File: src/rtl/tlc_pkg.sv
package tlc_pkg;

  localparam int LAMP_W   = 6;
  localparam int SENSE_W  = 2;
  localparam int N_PHASES = 4;

  // Lamp bit positions. A neighbour decodes these, so they stay fixed.
  localparam int LB_N_GRN = 0;
  localparam int LB_N_YEL = 1;
  localparam int LB_N_RED = 2;
  localparam int LB_E_GRN = 3;
  localparam int LB_E_YEL = 4;
  localparam int LB_E_RED = 5;

  typedef enum logic [1:0] {
    PH_GO_N   = 2'd0,
    PH_HOLD_N = 2'd1,
    PH_GO_E   = 2'd2,
    PH_HOLD_E = 2'd3
  } phase_t;

  // One table row: lamp pattern, dwell class, successor per sensor word.
  typedef struct packed {
    logic [LAMP_W-1:0]         lamps;
    logic                      long_dwell;
    phase_t [N_PHASES-1:0]     succ;
  } row_t;

  function automatic logic [LAMP_W-1:0] lamp_word(phase_t p);
    logic [LAMP_W-1:0] w;
    w = '0;
    case (p)
      PH_GO_N:   begin w[LB_N_GRN] = 1'b1; w[LB_E_RED] = 1'b1; end
      PH_HOLD_N: begin w[LB_N_YEL] = 1'b1; w[LB_E_RED] = 1'b1; end
      PH_GO_E:   begin w[LB_E_GRN] = 1'b1; w[LB_N_RED] = 1'b1; end
      default:   begin w[LB_E_YEL] = 1'b1; w[LB_N_RED] = 1'b1; end
    endcase
    return w;
  endfunction

  // Phase graph as data: sensor word = {north, east}.
  function automatic row_t phase_row(phase_t p);
    row_t r;
    r = '0;
    r.lamps = lamp_word(p);
    case (p)
      PH_GO_N: begin
        r.long_dwell = 1'b1;
        r.succ[0] = PH_GO_N;
        r.succ[1] = PH_HOLD_N;
        r.succ[2] = PH_GO_N;
        r.succ[3] = PH_HOLD_N;
      end
      PH_HOLD_N: begin
        r.long_dwell = 1'b0;
        r.succ[0] = PH_GO_E;
        r.succ[1] = PH_GO_E;
        r.succ[2] = PH_GO_E;
        r.succ[3] = PH_GO_E;
      end
      PH_GO_E: begin
        r.long_dwell = 1'b1;
        r.succ[0] = PH_GO_E;
        r.succ[1] = PH_GO_E;
        r.succ[2] = PH_HOLD_E;
        r.succ[3] = PH_HOLD_E;
      end
      default: begin
        r.long_dwell = 1'b0;
        r.succ[0] = PH_GO_N;
        r.succ[1] = PH_GO_N;
        r.succ[2] = PH_GO_N;
        r.succ[3] = PH_GO_N;
      end
    endcase
    return r;
  endfunction

endpackage

File: src/rtl/tlc_tick_gen.sv
module tlc_tick_gen #(
  parameter int CYCLES_PER_TICK = 2_000_000
) (
  input  logic clk,
  input  logic rst,
  output logic tick
);
  localparam int CW = (CYCLES_PER_TICK > 2) ? $clog2(CYCLES_PER_TICK) : 1;
  localparam logic [CW-1:0] LAST = CW'(CYCLES_PER_TICK - 1);

  logic [CW-1:0] cnt;

  always_ff @(posedge clk) begin
    if (rst)               cnt <= '0;
    else if (cnt == LAST)  cnt <= '0;
    else                   cnt <= cnt + 1'b1;
  end

  assign tick = (cnt == LAST);

  // Ticks are isolated single-cycle pulses.
  p_tick_isolated_r3: assert property (@(posedge clk) disable iff (rst)
    tick |=> !tick);

endmodule

File: src/rtl/tlc_sync.sv
module tlc_sync #(
  parameter int WIDTH  = 2,
  parameter int STAGES = 2
) (
  input  logic             clk,
  input  logic             rst,
  input  logic [WIDTH-1:0] d,
  output logic [WIDTH-1:0] q
);
  logic [WIDTH-1:0] chain [STAGES];

  for (genvar s = 0; s < STAGES; s++) begin : g_stage
    if (s == 0) begin : g_first
      always_ff @(posedge clk) begin
        if (rst) chain[s] <= '0;
        else     chain[s] <= d;
      end
    end else begin : g_next
      always_ff @(posedge clk) begin
        if (rst) chain[s] <= '0;
        else     chain[s] <= chain[s-1];
      end
    end
  end

  assign q = chain[STAGES-1];

endmodule

File: src/rtl/tlc_phase_rom.sv
module tlc_phase_rom
  import tlc_pkg::*;
(
  input  phase_t              cur,
  input  logic [SENSE_W-1:0]  sensors,
  output phase_t              succ,
  output logic [LAMP_W-1:0]   succ_lamps,
  output logic                succ_long
);
  row_t rows [N_PHASES];

  for (genvar g = 0; g < N_PHASES; g++) begin : g_row
    assign rows[g] = phase_row(phase_t'(g));
  end

  always_comb begin
    succ       = rows[cur].succ[sensors];
    succ_lamps = rows[succ].lamps;
    succ_long  = rows[succ].long_dwell;
  end

endmodule

File: src/rtl/tlc_dwell_timer.sv
module tlc_dwell_timer #(
  parameter int GO_TICKS   = 30,
  parameter int WAIT_TICKS = 5
) (
  input  logic clk,
  input  logic rst,
  input  logic tick,
  input  logic next_long,
  output logic done
);
  localparam int MAXT = (GO_TICKS > WAIT_TICKS) ? GO_TICKS : WAIT_TICKS;
  localparam int RW   = $clog2(MAXT + 1);
  localparam logic [RW-1:0] GO_LD   = RW'(GO_TICKS);
  localparam logic [RW-1:0] WAIT_LD = RW'(WAIT_TICKS);
  localparam logic [RW-1:0] ONE     = RW'(1);

  logic [RW-1:0] rem;

  always_ff @(posedge clk) begin
    if (rst)        rem <= GO_LD;
    else if (done)  rem <= next_long ? GO_LD : WAIT_LD;
    else if (tick)  rem <= rem - ONE;
  end

  assign done = tick && (rem == ONE);

  // Remaining count never reaches zero.
  p_rem_nonzero_r3: assert property (@(posedge clk) disable iff (rst)
    rem != '0);

  // A mid-dwell tick consumes exactly one unit.
  p_countdown_r3: assert property (@(posedge clk) disable iff (rst)
    (tick && !done) |=> (rem == $past(rem) - ONE));

  // Without a tick the count holds (R7: nothing else moves it).
  p_hold_no_tick_r7: assert property (@(posedge clk) disable iff (rst)
    !tick |=> $stable(rem));

endmodule

File: src/rtl/xing_light_ctrl.sv
module xing_light_ctrl
  import tlc_pkg::*;
#(
  parameter int CYCLES_PER_TICK = 2_000_000,
  parameter int GO_TICKS        = 30,
  parameter int WAIT_TICKS      = 5,
  parameter int SYNC_STAGES     = 2
) (
  input  logic              clk,
  input  logic              rst,
  input  logic              north_car,
  input  logic              east_car,
  output logic [LAMP_W-1:0] lamps
);
  localparam logic [LAMP_W-1:0] RESET_LAMPS = lamp_word(PH_GO_N);

  logic [SENSE_W-1:0] sens_s;
  logic               tick;
  logic               done;
  phase_t             phase_q;
  phase_t             succ;
  logic [LAMP_W-1:0]  succ_lamps;
  logic               succ_long;

  tlc_sync #(.WIDTH(SENSE_W), .STAGES(SYNC_STAGES)) u_sync (
    .clk (clk),
    .rst (rst),
    .d   ({north_car, east_car}),
    .q   (sens_s)
  );

  tlc_tick_gen #(.CYCLES_PER_TICK(CYCLES_PER_TICK)) u_tick (
    .clk  (clk),
    .rst  (rst),
    .tick (tick)
  );

  tlc_phase_rom u_rom (
    .cur        (phase_q),
    .sensors    (sens_s),
    .succ       (succ),
    .succ_lamps (succ_lamps),
    .succ_long  (succ_long)
  );

  tlc_dwell_timer #(.GO_TICKS(GO_TICKS), .WAIT_TICKS(WAIT_TICKS)) u_dwell (
    .clk       (clk),
    .rst       (rst),
    .tick      (tick),
    .next_long (succ_long),
    .done      (done)
  );

  always_ff @(posedge clk) begin
    if (rst) begin
      phase_q <= PH_GO_N;
      lamps   <= RESET_LAMPS;
    end else if (done) begin
      phase_q <= succ;
      lamps   <= succ_lamps;
    end
  end

  // One lamp per road at all times.
  p_one_lamp_per_road_r9: assert property (@(posedge clk) disable iff (rst)
    ($countones(lamps[LB_N_RED:LB_N_GRN]) == 1) &&
    ($countones(lamps[LB_E_RED:LB_E_GRN]) == 1));

  // Green always gives way to yellow.
  p_north_green_to_yellow_r9: assert property (@(posedge clk) disable iff (rst)
    $fell(lamps[LB_N_GRN]) |-> lamps[LB_N_YEL]);
  p_east_green_to_yellow_r9: assert property (@(posedge clk) disable iff (rst)
    $fell(lamps[LB_E_GRN]) |-> lamps[LB_E_YEL]);

  // Lamps move only with the phase register.
  p_lamps_hold_r10: assert property (@(posedge clk) disable iff (rst)
    !done |=> ($stable(lamps) && $stable(phase_q)));

  // Yellow phases leave unconditionally to the other green.
  p_hold_n_exit_r6: assert property (@(posedge clk) disable iff (rst)
    (done && phase_q == PH_HOLD_N) |=> (phase_q == PH_GO_E));
  p_hold_e_exit_r6: assert property (@(posedge clk) disable iff (rst)
    (done && phase_q == PH_HOLD_E) |=> (phase_q == PH_GO_N));

  // Idle sensors keep a green phase.
  p_idle_keeps_green_r5: assert property (@(posedge clk) disable iff (rst)
    (done && sens_s == '0 && (phase_q == PH_GO_N || phase_q == PH_GO_E))
      |=> $stable(phase_q));

endmodule

File: config.mk
export PLATFORM = sky130hd
export DESIGN_NAME = xing_light_ctrl
export DESIGN_NICKNAME = d
export VERILOG_FILES = /design/src/rtl/tlc_pkg.sv /design/src/rtl/tlc_tick_gen.sv /design/src/rtl/tlc_sync.sv /design/src/rtl/tlc_phase_rom.sv /design/src/rtl/tlc_dwell_timer.sv /design/src/rtl/xing_light_ctrl.sv
export SDC_FILE = /design/constraint.sdc
export NUM_CORES = 1
export LEC_CHECK = 0
export ABC_AREA = 1
export ABC_CLOCK_PERIOD_IN_PS = 1400
export CORE_MARGIN = 5
export CORE_UTILIZATION = 42
export DETAILED_ROUTE_END_ITERATION = 10
export GPL_ROUTABILITY_DRIVEN = 0
export HOLD_SLACK_MARGIN = 0.02
export SKIP_LAST_GASP = 1
export SYNTH_ARGS = -nofsm -noshare
export SYNTH_HDL_FRONTEND = slang
export SYNTH_SLANG_ARGS = --single-unit
File: constraint.sdc
create_clock -name clk -period 1.4 [get_ports clk]
set_input_delay 0.14 -clock clk [delete_from_list [all_inputs] [get_ports clk]]
set_output_delay 0.14 -clock clk [all_outputs]
set_load 0.005 [all_outputs]
## Yosys cells after proc, flatten, opt, wreduce, memory -nomap -nowiden

Memory sizes are Yosys's and may differ from the RTL's.
Cells that the tools add are included.

| word-level totals | value |
|---|---|
| register bits | 34 |
| bits in writable memories | 4 |
| bits of input ports | 4 |
| output and inout port bits | 6 |
| logic and storage cells | 35 |
| memories | 1 |

| operators by class | value |
|---|---|
| $add $sub $neg | 2 |
| $lt $le $gt $ge | 3 |
| equal/unequal tests | 2 |
| mux-type cells | 16 |
| bitwise gates (word level) | 4 |
| reduce and logical (&&, ||, !) cells | 3 |

Memories:

| name | depth | bits a word | rd ports | clocked after Yosys merged registers in | write ports | line | source |
|---|---|---|---|---|---|---|---|
| u_sync.chain | 2 | 2 | 2 | 0 | 2 | tlc_sync.sv:10 | `logic [WIDTH-1:0] chain [STAGES];` |

Operators by type and width:

| kind | number |
|---|---|
| 15-bit binary-select mux with 2-bit select | 2 |
| 15-bit 2-to-1 mux | 2 |
| 21-bit by 1-bit adder with 21-bit output, second input constant | 1 |
| 21-bit equality test, second input constant | 1 |
| 8-bit 2-to-1 mux | 2 |
| 5-bit 2-to-1 mux | 3 |
| 3-bit >= comparator, second input constant | 2 |
| 2-bit 2-to-1 mux | 3 |
| 2-bit NOT with 3-bit output | 2 |
| 5-bit by 1-bit equality test with 1-bit output, second input constant | 1 |
| 5-bit by 1-bit subtractor with 5-bit output, second input constant | 1 |
| 2-bit binary-select mux with 2-bit select | 1 |
| 2-bit by 3-bit less-than comparator with 1-bit output, second input constant | 1 |
| 1-bit 2-to-1 mux | 3 |
| 1-bit bitwise OR | 2 |
| 2-bit nonzero test | 1 |
| 2-bit OR reduction | 1 |
| 1-bit logical AND | 1 |

## Depth between registers and ports, before layout

Gate-level depths: netlist (run 1).

| depth | value |
|---|---|
| depth in word-level cells | 12 |
| mapped depth | 10 |
| gate-level depth less buffers | 10 |

## By module

Synthesis (run 1) repeated with hierarchy kept, for this count alone.

| second synthesis, totals | value |
|---|---|
| cell total of the unflattened synthesis | 304 |
| area total of the unflattened synthesis | 2,145.8 sq um |

Modules (own cells, without submodules):

| module | instances | cells an instance | area each (sq um) | sequential area each (sq um) |
|---|---|---|---|---|
| tlc_tick_gen | 1 | 171 | 1,218.7 | 420.4 |
| tlc_dwell_timer | 1 | 51 | 369.1 | 100.1 |
| xing_light_ctrl | 1 | 47 | 316.6 | 160.2 |
| tlc_phase_rom | 1 | 23 | 131.4 | 0.0 |
| tlc_sync | 1 | 12 | 110.1 | 80.1 |

## Worst setup path before layout (run 1)

No wires, ideal clock.

| path | value |
|---|---|
| path kind | reg2reg |
| start | register u_tick.cnt[0] |
| end | register lamps[1] |
| setup time | 114 ps |
| arrival time | 1,434 ps |
| required time | 1,286 ps |
| slack | -148 ps |
| cell stages (with the launch flop) | 11 |
| path buffers | 0 |
| clock period less this slack | 1,548 ps |
| cell sequence | dfxtp_1 > ha_1 > nand2_2 > nor2_4 > nand3_2 > nor2_4 > nand3_2 > nand2_2 > inv_2 > nand2_1 > nand2_1 |

| on the way | value |
|---|---|
| longest elaborated chain between the ends | 2 |

RTL lines:

| element | line | source |
|---|---|---|
| start: declaration | tlc_tick_gen.sv:11 | `logic [CW-1:0] cnt;` |
| start signal: assignment | tlc_tick_gen.sv:16 | `else cnt <= cnt + 1'b1;` |
| 21-bit equality test | tlc_tick_gen.sv:19 | `assign tick = (cnt == LAST);` |
| 1-bit logical AND | tlc_dwell_timer.sv:25 | `assign done = tick && (rem == ONE);` |
| end signal: assignment | xing_light_ctrl.sv:60 | `lamps <= succ_lamps;` |
| end: declaration | xing_light_ctrl.sv:13 | `output logic [LAMP_W-1:0] lamps` |

No other way between the ends.
A chain may end at the register's enable or synchronous reset.

## Final worst setup path (run 1)

| path | value |
|---|---|
| start | register u_tick.cnt[1] |
| end | register lamps[2] |

The elaborated chain is that of the path after synthesis.

==> impl_results.rst, run 1 <==
.. list-table::
   :header-rows: 1

   * - Metric
     - Value
   * - Utilization after layout
     - 60.6%
   * - Total number of nets in the final design
     - roughly 340
   * - Total congestion overflow
     - 0
   * - Row count
     - 24
   * - Violated checks
     - negative setup slack
   * - Worst path max stage delay
     - 350 ps
   * - Leakage dissipation
     - 1.06 nW
   * - Max Fclk
     - 667 MHz
   * - Pin count of the biggest net entering global routing
     - 22
   * - Netlist cell types
     - 30
   * - Slew at the pin closest to its max-slew limit
     - approximately 300 ps
   * - Global-route wire length before repair
     - 7.72 mm
   * - Maximum buffer depth of the clock tree
     - 2
   * - Crit path max fanout
     - 8
   * - Ports
     - 10
   * - Number of global-route vias before repair
     - around 1800
   * - Pwr dens
     - approximately 860 nW/um2
   * - Via count of the routed design
     - 1883
   * - Critical-path cell with the highest stage delay
     - sky130_fd_sc_hd__dfxtp_2
   * - Worst setup slack after layout
     - -98.6 ps
   * - Crit path required time
     - about 1600 ps
   * - Cell chain of the critical path
     - ha_4, nand2_4, nor2_4, nand3_2, nor2_4, nand3_4, nand2_4, buf_6, a22oi_1
   * - Average wire length per cell after detail routing
     - 12.0 um
   * - CP Buf/Inv Count
     - 1
   * - Sequential area share after synthesis
     - approximately 39%
   * - Worst-Skew Late Latency
     - between 200 and 300 ps
   * - Syn avg cell area
     - 6.88 um2
   * - Critical path class
     - reg -> reg
   * - Crit path capture type
     - flip-flop
   * - Headroom to the max-slew limit
     - approximately four fifths
   * - Final Hold Viols
     - 0
   * - Flop and latch count out of synthesis
     - 37
   * - Detailed-router iteration count before antenna repair
     - 4
   * - Starting DRT DRC Count
     - 122
   * - Filler-free cell count of the finished design
     - 388
   * - Yosys Warn Count
     - 0
   * - Pre-CTS setup slack
     - -55.6 ps
   * - Mapped Nets
     - 288
   * - Starting utilization of the core area
     - around 44%
   * - Hold WC Path Type
     - in -> reg
   * - Minimum hold slack
     - around 360 ps
   * - # setup viols final
     - 31
   * - Slack of the worst reg-to-reg path
     - -100 ps
   * - Number of clock sinks seen by CTS
     - 37
   * - Post-synth ARST share
     - 0%
   * - Quantity of hold-fixing buffers added after cts
     - 0
   * - Inserted Clock Buffers
     - 5
   * - Floorplan Core Area
     - about 4400 um2
   * - Proportion of layout cells with a drive suffix above 1
     - 26.8%
   * - Number of input and output port buffers inserted
     - 9
   * - Worst path arrival time
     - between 1500 and 2000 ps
   * - Clock tree root driver cell
     - sky130_fd_sc_hd__clkbuf_8
   * - Die boundary height
     - 77.6 um
   * - Synthesis-to-finish area growth
     - 38.4%
   * - Number of remaining DRC errors
     - 0
   * - Clock tree from TritonCTS
     - done
   * - Critical Path Start Type
     - flip-flop
   * - Wire length after detailed routing
     - 4.66 mm
   * - Diode count
     - 0
   * - Top delay family on crit path
     - simple AND/OR/NAND/NOR gates
   * - Clock edge transition at the registers on the reported setup and hold paths
     - 70 ps
   * - Routed vias/inst
     - 4.85
   * - CTS H-tree depth
     - 2
   * - Die area
     - 6020 um2
   * - Max Slew Vio Count
     - 0
   * - Setup clock skew after layout
     - 5.05 ps
   * - Top flip-flop cell by instance count after synthesis
     - sky130_fd_sc_hd__dfxtp_1
   * - Final min period
     - 1500 ps
   * - MaxCap Viol Count
     - 0
   * - Number of antenna violations at the first check in global routing
     - 0
   * - Mapped Cells
     - 279
   * - Horizontal die dimension
     - 77.6 um
   * - Global-route usage over all layers
     - 15.4%
   * - Post-detailed-route count of antenna-violating nets
     - 0
   * - Result of the run
     - complete, but fails checks
   * - Final Cycle Share
     - 107%
   * - RSZ-0062 raised after global routing
     - yes
   * - Instance count after placement with tap cells included
     - 370
   * - Number of flops mapped to enable cells by yosys
     - 0
   * - Maximum ir drop on the vdd rail
     - slightly below 600 uV
   * - Final HPWL DP
     - approximately 3.4 mm
   * - Cell Area, Synth
     - between 1500 and 2000 um2
[sequential cells by signal, indices dropped and copies added, names as in the netlist]
signal	flops
u_tick.cnt	21
lamps	6
u_dwell.rem	5
phase_q	1
u_sync.chain	4
[report_power, final]
part	leakage [nW]	switching (mW)	internal (mW)
registers	0.300	0.00795	1.07
clock network	0.0681	0.395	0.708
logic	0.693	0.0556	0.0628
[worst min-delay path: cells and delay by family]
family	cells	cell delay (ps)
buffers and inverters	2	440
AND/OR/NAND/NOR	1	30
[synthesized netlist by cell type (2+ instances only)]
cell type | count | area [um2]
sky130_fd_sc_hd__xnor2_1 | 2 | 17.5
sky130_fd_sc_hd__nor3b_1 | 2 | 15.0
sky130_fd_sc_hd__nor3_1 | 11 | 55.1
sky130_fd_sc_hd__dfxtp_1 | 37 | 741
sky130_fd_sc_hd__buf_6 | 2 | 22.5
sky130_fd_sc_hd__nor2_4 | 3 | 33.8
sky130_fd_sc_hd__a21oi_1 | 16 | 80.1
sky130_fd_sc_hd__xor2_1 | 5 | 43.8
sky130_fd_sc_hd__nand2_2 | 4 | 25.0
sky130_fd_sc_hd__nand4_1 | 7 | 43.8
sky130_fd_sc_hd__nand3_2 | 2 | 20.0
sky130_fd_sc_hd__nor2_1 | 46 | 173
sky130_fd_sc_hd__inv_2 | 3 | 11.3
sky130_fd_sc_hd__ha_1 | 5 | 62.6
sky130_fd_sc_hd__nand3b_1 | 2 | 15.0
sky130_fd_sc_hd__o21ai_0 | 4 | 20.0
sky130_fd_sc_hd__inv_1 | 36 | 135
sky130_fd_sc_hd__nand2_1 | 61 | 229
sky130_fd_sc_hd__nand3_1 | 20 | 100
[metrics by stage]
stage | cell area, um2 | setup TNS (ps) | power (mW)
finish | 2660 | -1550 | 2.29
global route | 2660 | -4650 | 2.38
CTS | 2510 | -1160 | 2.29
detailed placement | 2350 | -925 | 1.19
global placement | 2350 | -49.9 | 1.19
floorplan | 1960 | -862 | 1.15
[layout by cell type (no fill, tap or decap), types with 2 or more instances in the layout]
master	instances
sky130_fd_sc_hd__nand3b_1	2
sky130_fd_sc_hd__clkbuf_8	5
sky130_fd_sc_hd__nand4_1	7
sky130_fd_sc_hd__dfxtp_2	3
sky130_fd_sc_hd__dfxtp_1	34
sky130_fd_sc_hd__a21oi_2	7
sky130_fd_sc_hd__nor3_2	2
sky130_fd_sc_hd__nor3b_1	2
sky130_fd_sc_hd__xnor2_1	2
sky130_fd_sc_hd__clkdlybuf4s50_1	9
sky130_fd_sc_hd__ha_1	4
sky130_fd_sc_hd__inv_1	36
sky130_fd_sc_hd__buf_6	4
sky130_fd_sc_hd__nand2_4	4
sky130_fd_sc_hd__o21ai_1	2
sky130_fd_sc_hd__nand2_2	5
sky130_fd_sc_hd__nor2_2	5
sky130_fd_sc_hd__buf_4	38
sky130_fd_sc_hd__a21oi_1	9
sky130_fd_sc_hd__inv_2	2
sky130_fd_sc_hd__nand3_1	20
sky130_fd_sc_hd__o21ai_0	2
sky130_fd_sc_hd__bufinv_16	2
sky130_fd_sc_hd__nor2_4	3
sky130_fd_sc_hd__nor3_1	9
sky130_fd_sc_hd__nand2_1	56
sky130_fd_sc_hd__xor2_1	5
sky130_fd_sc_hd__nor2_1	41
[layout make-up]
cell class                 count  area [um2]
timing repair buffer          53         465
clock inverter                 3        65.1
multi-input combinational    199        1100
sequential                    37         744
tap                           52        65.1
fill                         404        1730
clock buffer                   5        68.8
inverter                      39         149
[cells by family after synthesis]
group | share of synthesized area (%)
fa+ha+maj | 3.26
simple gates | 38.8
flops | 38.6
compound gates | 6.78
buf+inv | 9.38
xor+xnor | 3.19
[metal layers]
metal	share of wire, %	vias up	GRT usage (%)	wire length, um
li1	-	1001	-	-
met1	51	851	22.0	2400
met2	44	24	23.2	2060
met3	3.0	7	3.47	141
met4	1.3	0	4.64	61
met5	0	-	0	0
[what timing repair did]
action,CTS,global route
cloned,0,2
gates resized for setup,1,25
hold endpoints to repair,0,0
setup buffers,3,6
pin swaps,2,4
endpoints found under the setup margin,27,33
[path summary, 6_finish.rpt]
| path | startpoint | to | cells after the start |
|---|---|---|---|
| max | u_tick.cnt[1]$_SDFF_PP0_ | lamps[2]$_SDFFE_PP0P_ | 9 |
| min reg2reg | u_sync.chain[0][1]$_SDFF_PP0_ | u_sync.chain[1][1]$_SDFF_PP0_ | 2 |
| max reg2reg | u_tick.cnt[1]$_SDFF_PP0_ | lamps[2]$_SDFFE_PP0P_ | 9 |
| min | east_car | u_sync.chain[0][0]$_SDFF_PP0_ | 3 |
Power figures use the tool's default switching activity.
==> inputs of run 2 (changes only) <==
- GPL_TIMING_DRIVEN: not set -> 0
- SYNTH_HIERARCHICAL: not set -> 1
==> run 2 against run 1 <==
Against the previous run: the run still ends with negative setup slack left; synthesized area grew 12%; via count grew 4.6%; sequential power is essentially flat; critical path depth grew 5; non-clock buffer count shrank 15; largest cell class unchanged; largest power group unchanged.
==> impl_results.rst, run 2 <==
.. list-table::
   :header-rows: 1

   * - Metric
     - Value
   * - Worst Hold Endpoint
     - u_sync/chain[0][1]$_SDFF_PP0_
   * - Starting DRT DRC Count
     - 63 (-48%)
   * - Pin count of the biggest net entering global routing
     - 13 (-41%)
   * - Crit path max fanout
     - 5 (-3)
   * - CTS H-tree depth
     - 2 (unchanged)
   * - Row count
     - 26 (+8.3%)
   * - Proportion of layout cells with a drive suffix above 1
     - 37.0% (+10 points)
   * - Quantity of hold-fixing buffers added after cts
     - 0 (unchanged)
   * - # setup viols final
     - 25 (-19%)
   * - Area share of the largest cell type after synthesis
     - 35.5% (-3.1 points)
   * - Hold depth
     - 3 (unchanged)
   * - Filler-free cell count of the finished design
     - 416 (+7.2%)
   * - Ports
     - 10 (unchanged)
   * - Clock tree from TritonCTS
     - done
   * - Sequential area share after synthesis
     - 35.5% (-3.1 points)
   * - Critical path startpoint
     - u_tick/cnt[0]$_SDFF_PP0_
   * - Number of global-route vias before repair
     - 1909 (+8.5%)
   * - Result of the run
     - complete, but fails checks
   * - Cell Area, Synth
     - 2150 um2 (+12%)
   * - Violated checks
     - negative setup slack
   * - Worst setup slack after layout
     - -260 ps (-162 ps)
   * - Crit path capture type
     - flip-flop
   * - Critical-path cell with the highest stage delay
     - sky130_fd_sc_hd__dfxtp_4
   * - Diode count
     - 0 (unchanged)
   * - Global-route usage over all layers
     - 16.1% (+0.66 points)
   * - MaxCap Viol Count
     - 0 (unchanged)
   * - Worst path arrival time
     - 1840 ps (+170 ps)
   * - Syn avg cell area
     - 7.06 um2 (+2.5%)
   * - Final HPWL DP
     - 3.03 mm (-11%)
   * - Leakage dissipation
     - 1.21 nW (+14%)
   * - Number of flops mapped to enable cells by yosys
     - 0 (unchanged)
   * - Netlist cell types
     - 33 (+10%)
   * - Top flip-flop cell by instance count after synthesis
     - sky130_fd_sc_hd__dfxtp_1
   * - Worst R2R Path Depth
     - 14 (+5)
   * - Via count of the routed design
     - 1970 (+4.6%)
   * - Final Hold Viols
     - 0 (unchanged)
   * - Die boundary height
     - 81.5 um (+5.0%)
   * - Horizontal die dimension
     - 81.5 um (+5.0%)
   * - Slack of the worst reg-to-reg path
     - -260 ps (-160 ps)
   * - Pwr dens
     - 811 nW/um2 (-6.1%)
   * - Biggest register
     - u_tick/cnt
   * - Setup clock skew after layout
     - 8.54 ps (+3.50 ps)
   * - Flop and latch count out of synthesis
     - 38 (+2.7%)
   * - Cell chain of the critical path
     - ha_4, nand3_4, nor2_4, inv_2, nor2_2, buf_6, nand2_4, inv_4, nand3_4, inv_4, buf_6, inv_4, nand2_2, nand3_2
   * - Average wire length per cell after detail routing
     - 11.5 um (-4.2%)
   * - Number of antenna violations at the first check in global routing
     - 0 (unchanged)
   * - Maximum buffer depth of the clock tree
     - 2 (unchanged)
   * - Number of input and output port buffers inserted
     - 9 (unchanged)
   * - Largest register FFs
     - 21 (unchanged)
   * - Post-synth top area cell
     - sky130_fd_sc_hd__dfxtp_1
   * - Global-route wire length before repair
     - 8.42 mm (+9.1%)
   * - Most common library cells after synthesis
     - 69 x sky130_fd_sc_hd__nand2_1, 46 x sky130_fd_sc_hd__inv_1, 42 x sky130_fd_sc_hd__nor2_1
   * - Clock edge transition at the registers on the reported setup and hold paths
     - 80 ps (about the same)
   * - Slew at the pin closest to its max-slew limit
     - 427 ps (+125 ps)
   * - Synthesis-to-finish area growth
     - 38.3%
   * - Most numerous cell on the critical path
     - sky130_fd_sc_hd__inv_4
   * - Max Slew Vio Count
     - 0 (unchanged)
   * - Worst path max stage delay
     - 360 ps (about the same)
   * - Clock tree root driver cell
     - sky130_fd_sc_hd__clkbuf_8
   * - Mapped Nets
     - 315 (+9.4%)
   * - Final Cycle Share
     - 119% (+12 points)
   * - Routed vias/inst
     - 4.74 (-2.4%)
   * - Hold WC Path Type
     - in -> reg
   * - Maximum ir drop on the vdd rail
     - 513 uV (-14%)
   * - Mapped Cells
     - 304 (+9.0%)
   * - Critical path class
     - reg -> reg
   * - Most common cell after layout, fill and taps aside
     - sky130_fd_sc_hd__nand2_1
   * - Headroom to the max-slew limit
     - 71.5% (-8.2 points)
   * - Biggest regs
     - u_tick/cnt: 21 flops, lamps: 6 flops, u_dwell/rem: 5 flops
   * - Yosys Warn Count
     - 6 (+6)
   * - Utilization after layout
     - 58.8% (-1.8 points)
   * - Capturing point of the worst reg2reg path
     - lamps[5]$_SDFFE_PP1P_
   * - Total number of nets in the final design
     - 356 (+3.5%)
   * - Ranking of synthesized cells by area
     - sky130_fd_sc_hd__dfxtp_1 35%, sky130_fd_sc_hd__nand2_1 12%, sky130_fd_sc_hd__inv_1 8.0%, sky130_fd_sc_hd__nor2_1 7.3%, sky130_fd_sc_hd__nand3_1 5.1%
   * - Wire length after detailed routing
     - 4.78 mm (+2.7%)
   * - Post-detailed-route count of antenna-violating nets
     - 0 (unchanged)
   * - Detailed-router iteration count before antenna repair
     - 4 (unchanged)
   * - Highest-count cells in the layout ignoring fill and taps
     - 60 x sky130_fd_sc_hd__nand2_1, 43 x sky130_fd_sc_hd__inv_1, 37 x sky130_fd_sc_hd__nor2_1
   * - Worst-Skew Late Latency
     - 290 ps (about the same)
   * - Crit path required time
     - 1580 ps (about the same)
   * - Final min period
     - 1660 ps (+162 ps)
   * - Instance count after placement with tap cells included
     - 383 (+3.5%)
   * - Max Fclk
     - 602 MHz (-9.7%)
   * - Starting utilization of the core area
     - 42.6% (-1.3 points)
   * - Number of clock sinks seen by CTS
     - 38 (+2.7%)
   * - Critical Path Start Type
     - flip-flop
   * - Start point of the worst hold path
     - north_car
   * - Inserted Clock Buffers
     - 5 (unchanged)
   * - Total congestion overflow
     - 0 (unchanged)
   * - RSZ-0062 raised after global routing
     - yes
   * - Post-synth ARST share
     - 0% (unchanged)
   * - Floorplan Core Area
     - 5040 um2 (+15%)
   * - Number of remaining DRC errors
     - 0 (unchanged)
   * - Die area
     - 6640 um2 (+10%)
   * - Reg-to-Reg Start
     - u_tick/cnt[0]$_SDFF_PP0_
   * - Most numerous cell in the Yosys netlist
     - sky130_fd_sc_hd__nand2_1
-- run 2: final cells by class --
class / count / area [um2]
plain buffers: 4 / 50.0
multi-input cells: 212 / 1370
inverters: 50 / 195
repair buffers: 34 / 338
clock inverters: 2 / 60.1
fillers: 470 / 2080
clock buffers: 6 / 82.6
flip-flops and latches: 38 / 787
well taps: 70 / 87.6
-- run 2: worst max-delay path by stage --
stage,end,slack (ps),cells past startpoint
finish,lamps[5]$_SDFFE_PP1P_,-260,14
global route,lamps[5]$_SDFFE_PP1P_,-390,13
CTS,lamps[5]$_SDFFE_PP1P_,-300,13
detailed placement,lamps[5]$_SDFFE_PP1P_,-540,13
global placement,lamps[5]$_SDFFE_PP1P_,-550,13
floorplan,lamps[0]$_SDFFE_PP1P_,-290,14
-- run 2: logic make-up after synthesis --
group / count (synthesis) / share of synthesized area [%]
buf+inv: 54 / 11.2
compound gates: 23 / 6.24
flops: 38 / 35.5
fa+ha+maj: 7 / 4.08
xor+xnor: 6 / 2.45
simple gates: 176 / 40.6
-- run 2: through the flow --
stage / worst slack [ps] / TNS, ps / hold slack, ps / power (mW) / instance area [um2]
2_1_floorplan: -294 / -2470 / 211 / 1.19 / 2180
3_5_place_dp: -536 / -8220 / 398 / 1.22 / 2350
3_3_place_gp: -552 / -9060 / 407 / 1.22 / 2350
4_1_cts: -300 / -5060 / 363 / 2.42 / 2720
6_report: -260 / -4040 / 370 / 2.40 / 2970
5_1_grt: -390 / -6860 / 375 / 2.52 / 2970
-- run 2: repair_timing --
action / CTS / global route
gates resized for setup: 14 / 57
pin swaps: 6 / 24
endpoints found under the setup margin: 23 / 33
setup buffers: 16 / 10
gates cloned: 2 / 0
endpoints found under the hold margin: 0 / 0
-- run 2: report_power, final --
part | internal (mW) | switching [mW] | total, mW
Combinational | 0.0735 | 0.0719 | 0.145
Clock | 0.760 | 0.397 | 1.16
Sequential | 1.09 | 0.0131 | 1.10
-- run 2: metal layers --
metal | share of wire, % | track usage (%)
met5 | 0 | 0
met4 | 1.8 | 4.56
met3 | 3.5 | 3.73
met2 | 51 | 28.3
met1 | 43 | 19.6
-- run 2: worst max-delay path, delay by kind of cell, from the launching register on --
kind | cells | cell delay [ps]
and+or+nand+nor | 7 | 550
DFF | 1 | 360
adders and majority gates | 1 | 170
buffers and inverters | 6 | 480
